==> config.mk <==
export PLATFORM = sky130hd
export DESIGN_NAME = osr_bit_timer
export DESIGN_NICKNAME = d
export VERILOG_FILES = /design/src/rtl/osr_pkg.sv /design/src/rtl/osr_tick_sel.sv /design/src/rtl/osr_ratio_reg.sv /design/src/rtl/osr_phase_cnt.sv /design/src/rtl/osr_bit_timer.sv
export SDC_FILE = /design/constraint.sdc
export NUM_CORES = 1
export LEC_CHECK = 0
export CAP_MARGIN = 20
export CORE_MARGIN = 2
export CORE_UTILIZATION = 51
export CTS_CLUSTER_SIZE = 30
export DETAILED_ROUTE_END_ITERATION = 10
export PLACE_DENSITY = 0.77
export SLEW_MARGIN = 30
export SYNTH_ARGS = -nofsm -noshare
export SYNTH_HDL_FRONTEND = slang
export SYNTH_HIERARCHICAL = 1
export SYNTH_SLANG_ARGS = --single-unit
==> constraint.sdc <==
create_clock -name clk_i -period 2.5 [get_ports clk_i]
set_input_delay 0.375 -clock clk_i [delete_from_list [all_inputs] [get_ports clk_i]]
set_output_delay 0.375 -clock clk_i [all_outputs]
set_load 0.02 [all_outputs]
==> src/rtl/osr_pkg.sv <==
`timescale 1ns/1ps
package osr_pkg;
  typedef enum logic {
    SRC_INT = 1'b0,
    SRC_EXT = 1'b1
  } tick_src_e;
endpackage

==> src/rtl/osr_tick_sel.sv <==
`timescale 1ns/1ps
module osr_tick_sel
  import osr_pkg::*;
#(
  parameter int unsigned SYNC_STAGES = 2
) (
  input  logic clk_i,
  input  logic rst_ni,
  input  logic sel_i,
  input  logic int_tick_i,
  input  logic ext_clk_i,
  output logic tick_o
);
  logic [SYNC_STAGES-1:0] sync_q;
  logic                   prev_q;
  logic                   ext_edge;
  tick_src_e              src;

  always_ff @(posedge clk_i or negedge rst_ni) begin
    if (!rst_ni) sync_q <= '0;
    else         sync_q <= {sync_q[SYNC_STAGES-2:0], ext_clk_i};
  end

  always_ff @(posedge clk_i or negedge rst_ni) begin
    if (!rst_ni) prev_q <= 1'b0;
    else         prev_q <= sync_q[SYNC_STAGES-1];
  end

  assign ext_edge = sync_q[SYNC_STAGES-1] & ~prev_q;
  assign src      = tick_src_e'(sel_i);

  always_comb begin
    unique case (src)
      SRC_EXT: tick_o = ext_edge;
      default: tick_o = int_tick_i;
    endcase
  end
endmodule

==> src/rtl/osr_ratio_reg.sv <==
`timescale 1ns/1ps
module osr_ratio_reg #(
  parameter int unsigned CFG_W     = 4,
  parameter int unsigned MIN_RATIO = 4,
  parameter int unsigned MAX_RATIO = 16,
  localparam int unsigned RATIO_W  = $clog2(MAX_RATIO + 1)
) (
  input  logic               clk_i,
  input  logic               rst_ni,
  input  logic               load_i,
  input  logic [CFG_W-1:0]   cfg_i,
  output logic [RATIO_W-1:0] ratio_o
);
  logic [RATIO_W-1:0] decoded;

  // codes below the minimum fall back to the full ratio
  always_comb begin
    if (int'(cfg_i) < int'(MIN_RATIO)) decoded = RATIO_W'(MAX_RATIO);
    else                               decoded = RATIO_W'(cfg_i);
  end

  always_ff @(posedge clk_i or negedge rst_ni) begin
    if (!rst_ni)     ratio_o <= RATIO_W'(MAX_RATIO);
    else if (load_i) ratio_o <= decoded;
  end
endmodule

==> src/rtl/osr_phase_cnt.sv <==
`timescale 1ns/1ps
module osr_phase_cnt #(
  parameter int unsigned MAX_RATIO = 16,
  localparam int unsigned RATIO_W  = $clog2(MAX_RATIO + 1),
  localparam int unsigned CNT_W    = $clog2(MAX_RATIO)
) (
  input  logic               clk_i,
  input  logic               rst_ni,
  input  logic               tick_i,
  input  logic               resync_i,
  input  logic [RATIO_W-1:0] ratio_i,
  output logic [CNT_W-1:0]   cnt_o,
  output logic               wrap_o,
  output logic               bit_o,
  output logic               mid_o
);
  logic [RATIO_W-1:0] cnt_ext;
  logic [RATIO_W-1:0] last_idx;
  logic [RATIO_W-1:0] mid_idx;
  logic               adv;
  logic               mid_hit;

  assign cnt_ext  = RATIO_W'(cnt_o);
  assign last_idx = ratio_i - RATIO_W'(1);
  assign mid_idx  = (ratio_i >> 1) - RATIO_W'(1);
  assign adv      = tick_i & ~resync_i;
  assign wrap_o   = adv & (cnt_ext == last_idx);
  assign mid_hit  = adv & (cnt_ext == mid_idx);

  always_ff @(posedge clk_i or negedge rst_ni) begin
    if (!rst_ni) begin
      cnt_o <= '0;
    end else if (resync_i || wrap_o) begin
      cnt_o <= '0;
    end else if (adv) begin
      cnt_o <= cnt_o + CNT_W'(1);
    end
  end

  always_ff @(posedge clk_i or negedge rst_ni) begin
    if (!rst_ni) begin
      bit_o <= 1'b0;
      mid_o <= 1'b0;
    end else begin
      bit_o <= wrap_o;
      mid_o <= mid_hit;
    end
  end
endmodule

==> src/rtl/osr_bit_timer.sv <==
`timescale 1ns/1ps
module osr_bit_timer #(
  parameter int unsigned CFG_W       = 4,
  parameter int unsigned MIN_RATIO   = 4,
  parameter int unsigned SYNC_STAGES = 2,
  localparam int unsigned MAX_RATIO  = 2 ** CFG_W,
  localparam int unsigned RATIO_W    = $clog2(MAX_RATIO + 1),
  localparam int unsigned CNT_W      = $clog2(MAX_RATIO)
) (
  input  logic             clk_i,
  input  logic             rst_ni,
  input  logic [CFG_W-1:0] osr_cfg_i,
  input  logic             ext_sel_i,
  input  logic             int_tick_i,
  input  logic             ext_clk_i,
  input  logic             resync_i,
  output logic             bit_o,
  output logic             mid_o
);
  logic               tick_w;
  logic               wrap_w;
  logic [RATIO_W-1:0] ratio_w;
  logic [CNT_W-1:0]   cnt_w;

  osr_tick_sel #(.SYNC_STAGES(SYNC_STAGES)) i_tick_sel (
    .clk_i     (clk_i),
    .rst_ni    (rst_ni),
    .sel_i     (ext_sel_i),
    .int_tick_i(int_tick_i),
    .ext_clk_i (ext_clk_i),
    .tick_o    (tick_w)
  );

  // new ratio takes effect only when a bit starts
  osr_ratio_reg #(
    .CFG_W    (CFG_W),
    .MIN_RATIO(MIN_RATIO),
    .MAX_RATIO(MAX_RATIO)
  ) i_ratio_reg (
    .clk_i  (clk_i),
    .rst_ni (rst_ni),
    .load_i (wrap_w | resync_i),
    .cfg_i  (osr_cfg_i),
    .ratio_o(ratio_w)
  );

  osr_phase_cnt #(.MAX_RATIO(MAX_RATIO)) i_phase_cnt (
    .clk_i   (clk_i),
    .rst_ni  (rst_ni),
    .tick_i  (tick_w),
    .resync_i(resync_i),
    .ratio_i (ratio_w),
    .cnt_o   (cnt_w),
    .wrap_o  (wrap_w),
    .bit_o   (bit_o),
    .mid_o   (mid_o)
  );
endmodule

==> flow_summary.ini, run 1 <==
[outcome]
status = complete, no violations

[routing]
remaining_drc_errors = 0
ant_nets = 0
drt-total-wl_um = 1410
drt-initial-drc-count = 8
routed-via-count = 553
viasPerCell = 5.48
drt-pass1-iter-count = 2
wire_per_inst_um = 14.0

[cells_and_area]
utilization = 0.649
final_nets = 100
nFillCells = 123
final_cells = 101
n_antenna_cell = 0
fin_area_um2 = 955
syn_to_final_growth_pct = 22.9
drive_gt1_frac = 0.141

[synth]
synth_top_area_frac = 0.419
ys_top_cells_by_area = dfrtp_1, xnor2_1, xor2_1
syn_nets = 82
synth-seq-area-share = 0.452
ys.flop_type = dfrtp_1
ys_types = 23
syn_area_um2 = 777
yosysWarnings = 6
async_flop_share = 1.00
synth-seq-cells = 14
synth_cells = 68
synth_edf_count = 0
synth_area_leader_cell = dfrtp_1
avgSynthCellArea_um2 = 11.4

[place]
port_buffers = 11
gp_congestion = 0.743
place_area_um2 = 918
dp_hpwl_um = 1070
dpl.cell_count = 97

[floorplanning]
chipWidth_um = 43.0
die_height_um = 43.0
row_count = 14
io-pin-count = 12
initial_core_util = 0.528
coreArea_um2 = 1470
die-area_um2 = 1850

[grt]
grt_pass1_wl_um = 2440
grt_pass1_vias = 582
antenna_found_initial = 0
grt_overflow_total = 0
grtUsageTotal = 0.187
grt_start_max_net_pins = 15

[clock_network]
cts_tree = done
clock_latency_ps = 290
clockBufferDepth = 2
cts-hold-fix-buffers = 0
cts_buffers = 3
postCtsSetupBuffers = 0
clock-sinks = 14
ctsHtreeMaxLevel = 1
cts.root.buffer_cell = clkbuf_4
post_cts_resized = 0
clkTransAtPathRegs_ps = 90

[critical_path]
cp_slowest_cell = dfrtp_1
reg2reg_depth = 7
cp.depth = 7
critPathKind = reg2reg
r2r_end = i_ratio_reg/ratio_o[3]
slowest_delay_ps = 440
r2r_setup_slack_ps = 280
critPathArrivalTime_ps = 2400
crit_chain = inv_1, ha_1, nor3b_1, xor2_1, nor4_4, or2_1, mux2_4
critPathMaxFanout = 7
cp.required_ps = 2690
start_kind = register
reg2reg_from = i_ratio_reg/ratio_o[1]
cp-startpoint = i_ratio_reg/ratio_o[1]
cp-end-kind = register
critical_path_buf_inv_count = 1
endpoint = i_ratio_reg/ratio_o[3]
crit_family = simple AND/OR/NAND/NOR gates

[sta]
tightest_slew_ps = 602
rsz0062_at_grt = false
hold_viol_final = 0
fin_crit_ps = 2220
setup_tns_ps = 0
report.final.setup_viol = 0
relSlewSlack = 0.597
timing.final.crit_share = 0.887
whs_ps = 358
finalMaxSlewViolations = 0
fmaxAchievable_mhz = 451
finalClockSkew_ps = 8.50

[job]
maxCapViolCount = 0

[power_and_ir_drop]
power_density_nw_per_um2 = 579
ir_drop_mv = 0.399
p_leak_nw = 0.431

[hold_path]
min_path_type = reg2reg
cell usage after synthesis, drive strengths merged (2+ instances only):
cell type / count
ha: 4
nand4: 2
nor3: 6
o22ai: 2
mux2: 3
xnor2: 9
inv: 6
xor2: 7
dfrtp: 13
nand2: 3
registers in the layout, indices dropped and copies added (netlist names):
| register | cells |
|---|---|
| i_phase_cnt/cnt_o | 4 |
| i_tick_sel/sync_q | 2 |
| i_phase_cnt/mid_o | 1 |
| i_ratio_reg/ratio_o | 5 |
| i_phase_cnt/bit_o | 1 |
| i_tick_sel/prev_q | 1 |
where the power goes:
| group | internal (mW) | switching [mW] |
|---|---|---|
| Sequential | 0.242 | 0.0210 |
| Clock | 0.0889 | 0.0773 |
| Combinational | 0.0671 | 0.0566 |
worst min-delay path by stage:
| stage | startpoint | to | slack, ps | cells past startpoint |
|---|---|---|---|---|
| 2_1_floorplan | rst_ni | i_phase_cnt/bit_o | 80 | 0 |
| 3_3_place_gp | i_tick_sel/sync_q[0] | i_tick_sel/sync_q[1] | 330 | 0 |
| 3_5_place_dp | i_tick_sel/sync_q[0] | i_tick_sel/sync_q[1] | 340 | 0 |
| 4_1_cts | i_tick_sel/sync_q[0] | i_tick_sel/sync_q[1] | 360 | 0 |
| 5_1_grt | i_tick_sel/sync_q[0] | i_tick_sel/sync_q[1] | 380 | 0 |
| 6_report | i_tick_sel/sync_q[0] | i_tick_sel/sync_q[1] | 360 | 0 |
cell families after synthesis:
logic type / Yosys count / synth area share
adder cells (fa/ha/maj): 4 / 0.0644
buffers and inverters: 7 / 0.0435
XOR/XNOR: 16 / 0.180
AO/OA/AOI/OAI: 4 / 0.0322
flip-flops: 14 / 0.452
AND/OR/NAND/NOR: 19 / 0.156
multiplexers: 4 / 0.0708
metal layers:
| metal | vias to the layer above | wire, um | track usage |
|---|---|---|---|
| li1 | 260 | - | - |
| met1 | 275 | 600 | 0.221 |
| met2 | 13 | 719 | 0.303 |
| met3 | 5 | 46 | 0.0383 |
| met4 | 0 | 44 | 0.127 |
| met5 | - | 0 | 0 |
through the flow:
stage | setup WS [ps] | power (mW)
floorplan | 459 | 0.350
global placement | 136 | 0.385
detailed placement | 60.6 | 0.390
CTS | 267 | 0.558
global route | 147 | 0.584
finish | 282 | 0.553
final cells by class:
type / count / area [um2] / area share
flip-flops and latches: 14 / 352 / 0.368
repair buffers: 14 / 133 / 0.139
multi-input cells: 47 / 392 / 0.410
inverters: 6 / 22.5 / 0.0236
clock buffers: 4 / 36.3 / 0.0380
well taps: 16 / 20.0 / 0.0210
worst register-to-register path: stages, from the launching register on:
cell and delay (ps):
dfrtp_1 440, inv_1 120, ha_1 200, nor3b_1 270, xor2_1 150, nor4_4 280
or2_1 310, mux2_4 330
placed cells by master, fill, tap and decap left out:
cell,instances
nand3b_1,1
nand3_1,1
nand2_1,3
clkbuf_4,3
buf_4,3
nor3b_1,1
nor2_1,1
ha_1,4
nor3_1,6
clkbuf_8,1
xnor2_1,9
and2b_1,1
a21boi_0,1
nand4_1,2
or2_1,1
o21ai_1,1
dfstp_2,1
clkdlybuf4s50_1,11
inv_1,6
xor2_1,7
or3b_1,1
o22ai_1,2
mux2i_1,1
nor4_4,1
dfrtp_1,13
mux2_4,3
No activity file was read; power rests on OpenSTA's default activity.
==> inputs of run 2 (changes only) <==
--- a/config.mk
+++ b/config.mk
@@ -10,6 +10,7 @@
 export CORE_UTILIZATION = 51
 export CTS_CLUSTER_SIZE = 30
 export DETAILED_ROUTE_END_ITERATION = 10
+export GPL_ROUTABILITY_DRIVEN = 0
 export PLACE_DENSITY = 0.77
 export SLEW_MARGIN = 30
 export SYNTH_ARGS = -nofsm -noshare
==> results of run 2 <==
Final layout, timing and power as in run 1 (identical DEF).
==> inputs of run 3 (changes only) <==
--- a/config.mk
+++ b/config.mk
@@ -7,11 +7,12 @@
 export LEC_CHECK = 0
 export CAP_MARGIN = 20
 export CORE_MARGIN = 2
-export CORE_UTILIZATION = 51
+export CORE_UTILIZATION = 55
 export CTS_CLUSTER_SIZE = 30
 export DETAILED_ROUTE_END_ITERATION = 10
 export GPL_ROUTABILITY_DRIVEN = 0
-export PLACE_DENSITY = 0.77
+export GPL_TIMING_DRIVEN = 0
+export PLACE_DENSITY = 0.82
 export SLEW_MARGIN = 30
 export SYNTH_ARGS = -nofsm -noshare
 export SYNTH_HDL_FRONTEND = slang
==> constraint.sdc (replaced) <==
create_clock -name clk_i -period 2.65 [get_ports clk_i]
set_input_delay 0.3975 -clock clk_i [delete_from_list [all_inputs] [get_ports clk_i]]
set_output_delay 0.3975 -clock clk_i [all_outputs]
set_load 0.02 [all_outputs]
==> run 3 against run 2 <==
  * Count of clock-buffer cells in the layout unchanged
  * Die area decreased by 6.6%
  * Global-route usage increased by 1.7 points
  * Critical path depth increased by 2
  * Combinational power decreased by 9%
  * Sequential power decreased by 6%
  * Worst hold slack improved by 6.1 ps
  * First-iteration DRC count increased by 25%
  * Cell area decreased by 1.3%
  * Register-to-register slack improved by 98 ps
  * Critical path type is now in2reg
==> flow_summary.ini, run 3 (same netlist as run 1, synthesis figures left out) <==
[outcome]
status = complete, no violations

[floorplanning]
die-area_um2 = 1730
chipWidth_um = 41.6
coreArea_um2 = 1320
initial_core_util = 0.590
row_count = 13
die_height_um = 41.6
io-pin-count = 12

[sta]
report.final.setup_viol = 0
hold_viol_final = 0
fin_crit_ps = 2450
whs_ps = 364
relSlewSlack = 0.595
setup_slack_ps = 204
fmaxAchievable_mhz = 409
tightest_slew_ps = 606
rsz0062_at_grt = false
finalClockSkew_ps = 8.14
finalMaxSlewViolations = 0
timing.final.crit_share = 0.923
setup_tns_ps = 0

[clock_network]
clock_latency_ps = 290
postCtsSetupBuffers = 0
ctsHtreeMaxLevel = 1
clock-sinks = 14
clkTransAtPathRegs_ps = 90
post_cts_resized = 0
clockBufferDepth = 2
cts-hold-fix-buffers = 0
cts_buffers = 3
cts_tree = done
cts.root.buffer_cell = clkbuf_4

[grt]
grt_pass1_vias = 577
grt_overflow_total = 0
antenna_found_initial = 0
grt_pass1_wl_um = 2570
grt_start_max_net_pins = 15
grtUsageTotal = 0.205

[routing]
remaining_drc_errors = 0
ant_nets = 0
drt-pass1-iter-count = 2
drt-initial-drc-count = 10
viasPerCell = 5.45
wire_per_inst_um = 13.8
drt-total-wl_um = 1360
routed-via-count = 534

[cells_and_area]
nFillCells = 90
largest_reg_flops = 5
final_cells = 98
regMostFlops = i_ratio_reg/ratio_o
drive_gt1_frac = 0.120
top_regs = i_ratio_reg/ratio_o x5, i_phase_cnt/cnt_o x4, i_tick_sel/sync_q x2
final_common_cell = dfrtp_1
final_cell_mix = dfrtp_1, clkdlybuf4s50_1, xnor2_1
n_antenna_cell = 0
final_nets = 98
syn_to_final_growth_pct = 21.3

[critical_path]
critPathKind = in2reg
critPathArrivalTime_ps = 2620
endpoint = i_ratio_reg/ratio_o[3]
r2r_end = i_ratio_reg/ratio_o[3]
cp-end-kind = register
cp-startpoint = int_tick_i
r2r_setup_slack_ps = 380
start_kind = input pin
reg2reg_depth = 8
cp.required_ps = 2830
critPathMaxFanout = 7
reg2reg_from = i_ratio_reg/ratio_o[1]

[hold_path]
min_path_type = reg2reg

[place]
dpl.cell_count = 94
pre_cts_slack_ps = -93.3
port_buffers = 11

[job]
maxCapViolCount = 0

[power_and_ir_drop]
power_density_nw_per_um2 = 549
fin_total_pwr_mw = 0.518
ir_drop_mv = 0.333
p_leak_nw = 0.422
==> run 3: cell types whose count changed in the layout (fill, tap and decap cells not counted), sizes merged <==
cell / before / now
buf: 3 / 1
==> run 3: how the worst min path moves through the flow <==
stage	start	end	slack (ps)	cells after the start
finish	i_tick_sel/sync_q[0]	i_tick_sel/sync_q[1]	360	0
global route	i_tick_sel/sync_q[0]	i_tick_sel/sync_q[1]	380	0
CTS	i_tick_sel/sync_q[0]	i_tick_sel/sync_q[1]	370	0
detailed placement	i_tick_sel/sync_q[0]	i_tick_sel/sync_q[1]	350	0
global placement	i_tick_sel/sync_q[0]	i_tick_sel/sync_q[1]	340	0
floorplan	rst_ni	i_phase_cnt/bit_o	100	0
==> run 3: critical path: stages <==
cell	delay (ps)
clkdlybuf4s50_1	460
inv_1	40
o21ai_1	310
and2b_1	230
nand3_1	130
nor4_4	460
or2_1	170
buf_6	130
mux2_4	300
==> run 3: report_power, final <==
part           internal, mW  switching [mW]
registers             0.228          0.0190
clock network        0.0839          0.0737
logic                0.0622          0.0506
==> run 3: metal layers <==
layer  vias to the layer above  wire [um]  track usage
li1                        258          -            -
met4                         0         41        0.135
met1                       262        541        0.226
met5                         -          0            0
met2                         9        733        0.353
met3                         5         39       0.0391
==> run 3: metrics by stage <==
step,utilization,area [um2]
2_1_floorplan,-,777
3_3_place_gp,0.688,906
5_1_grt,0.715,942
6_report,0.715,942
3_5_place_dp,0.688,906
4_1_cts,0.715,942
==> run 3: cell type report <==
type                       instances  area [um2]  area share
buffer                             1        11.3      0.0120
multi-input combinational         47         392       0.416
sequential                        14         352       0.373
clock buffer                       4        36.3      0.0385
inverter                           6        22.5      0.0239
tap                               15        18.8      0.0199
timing repair buffer              11         110       0.117
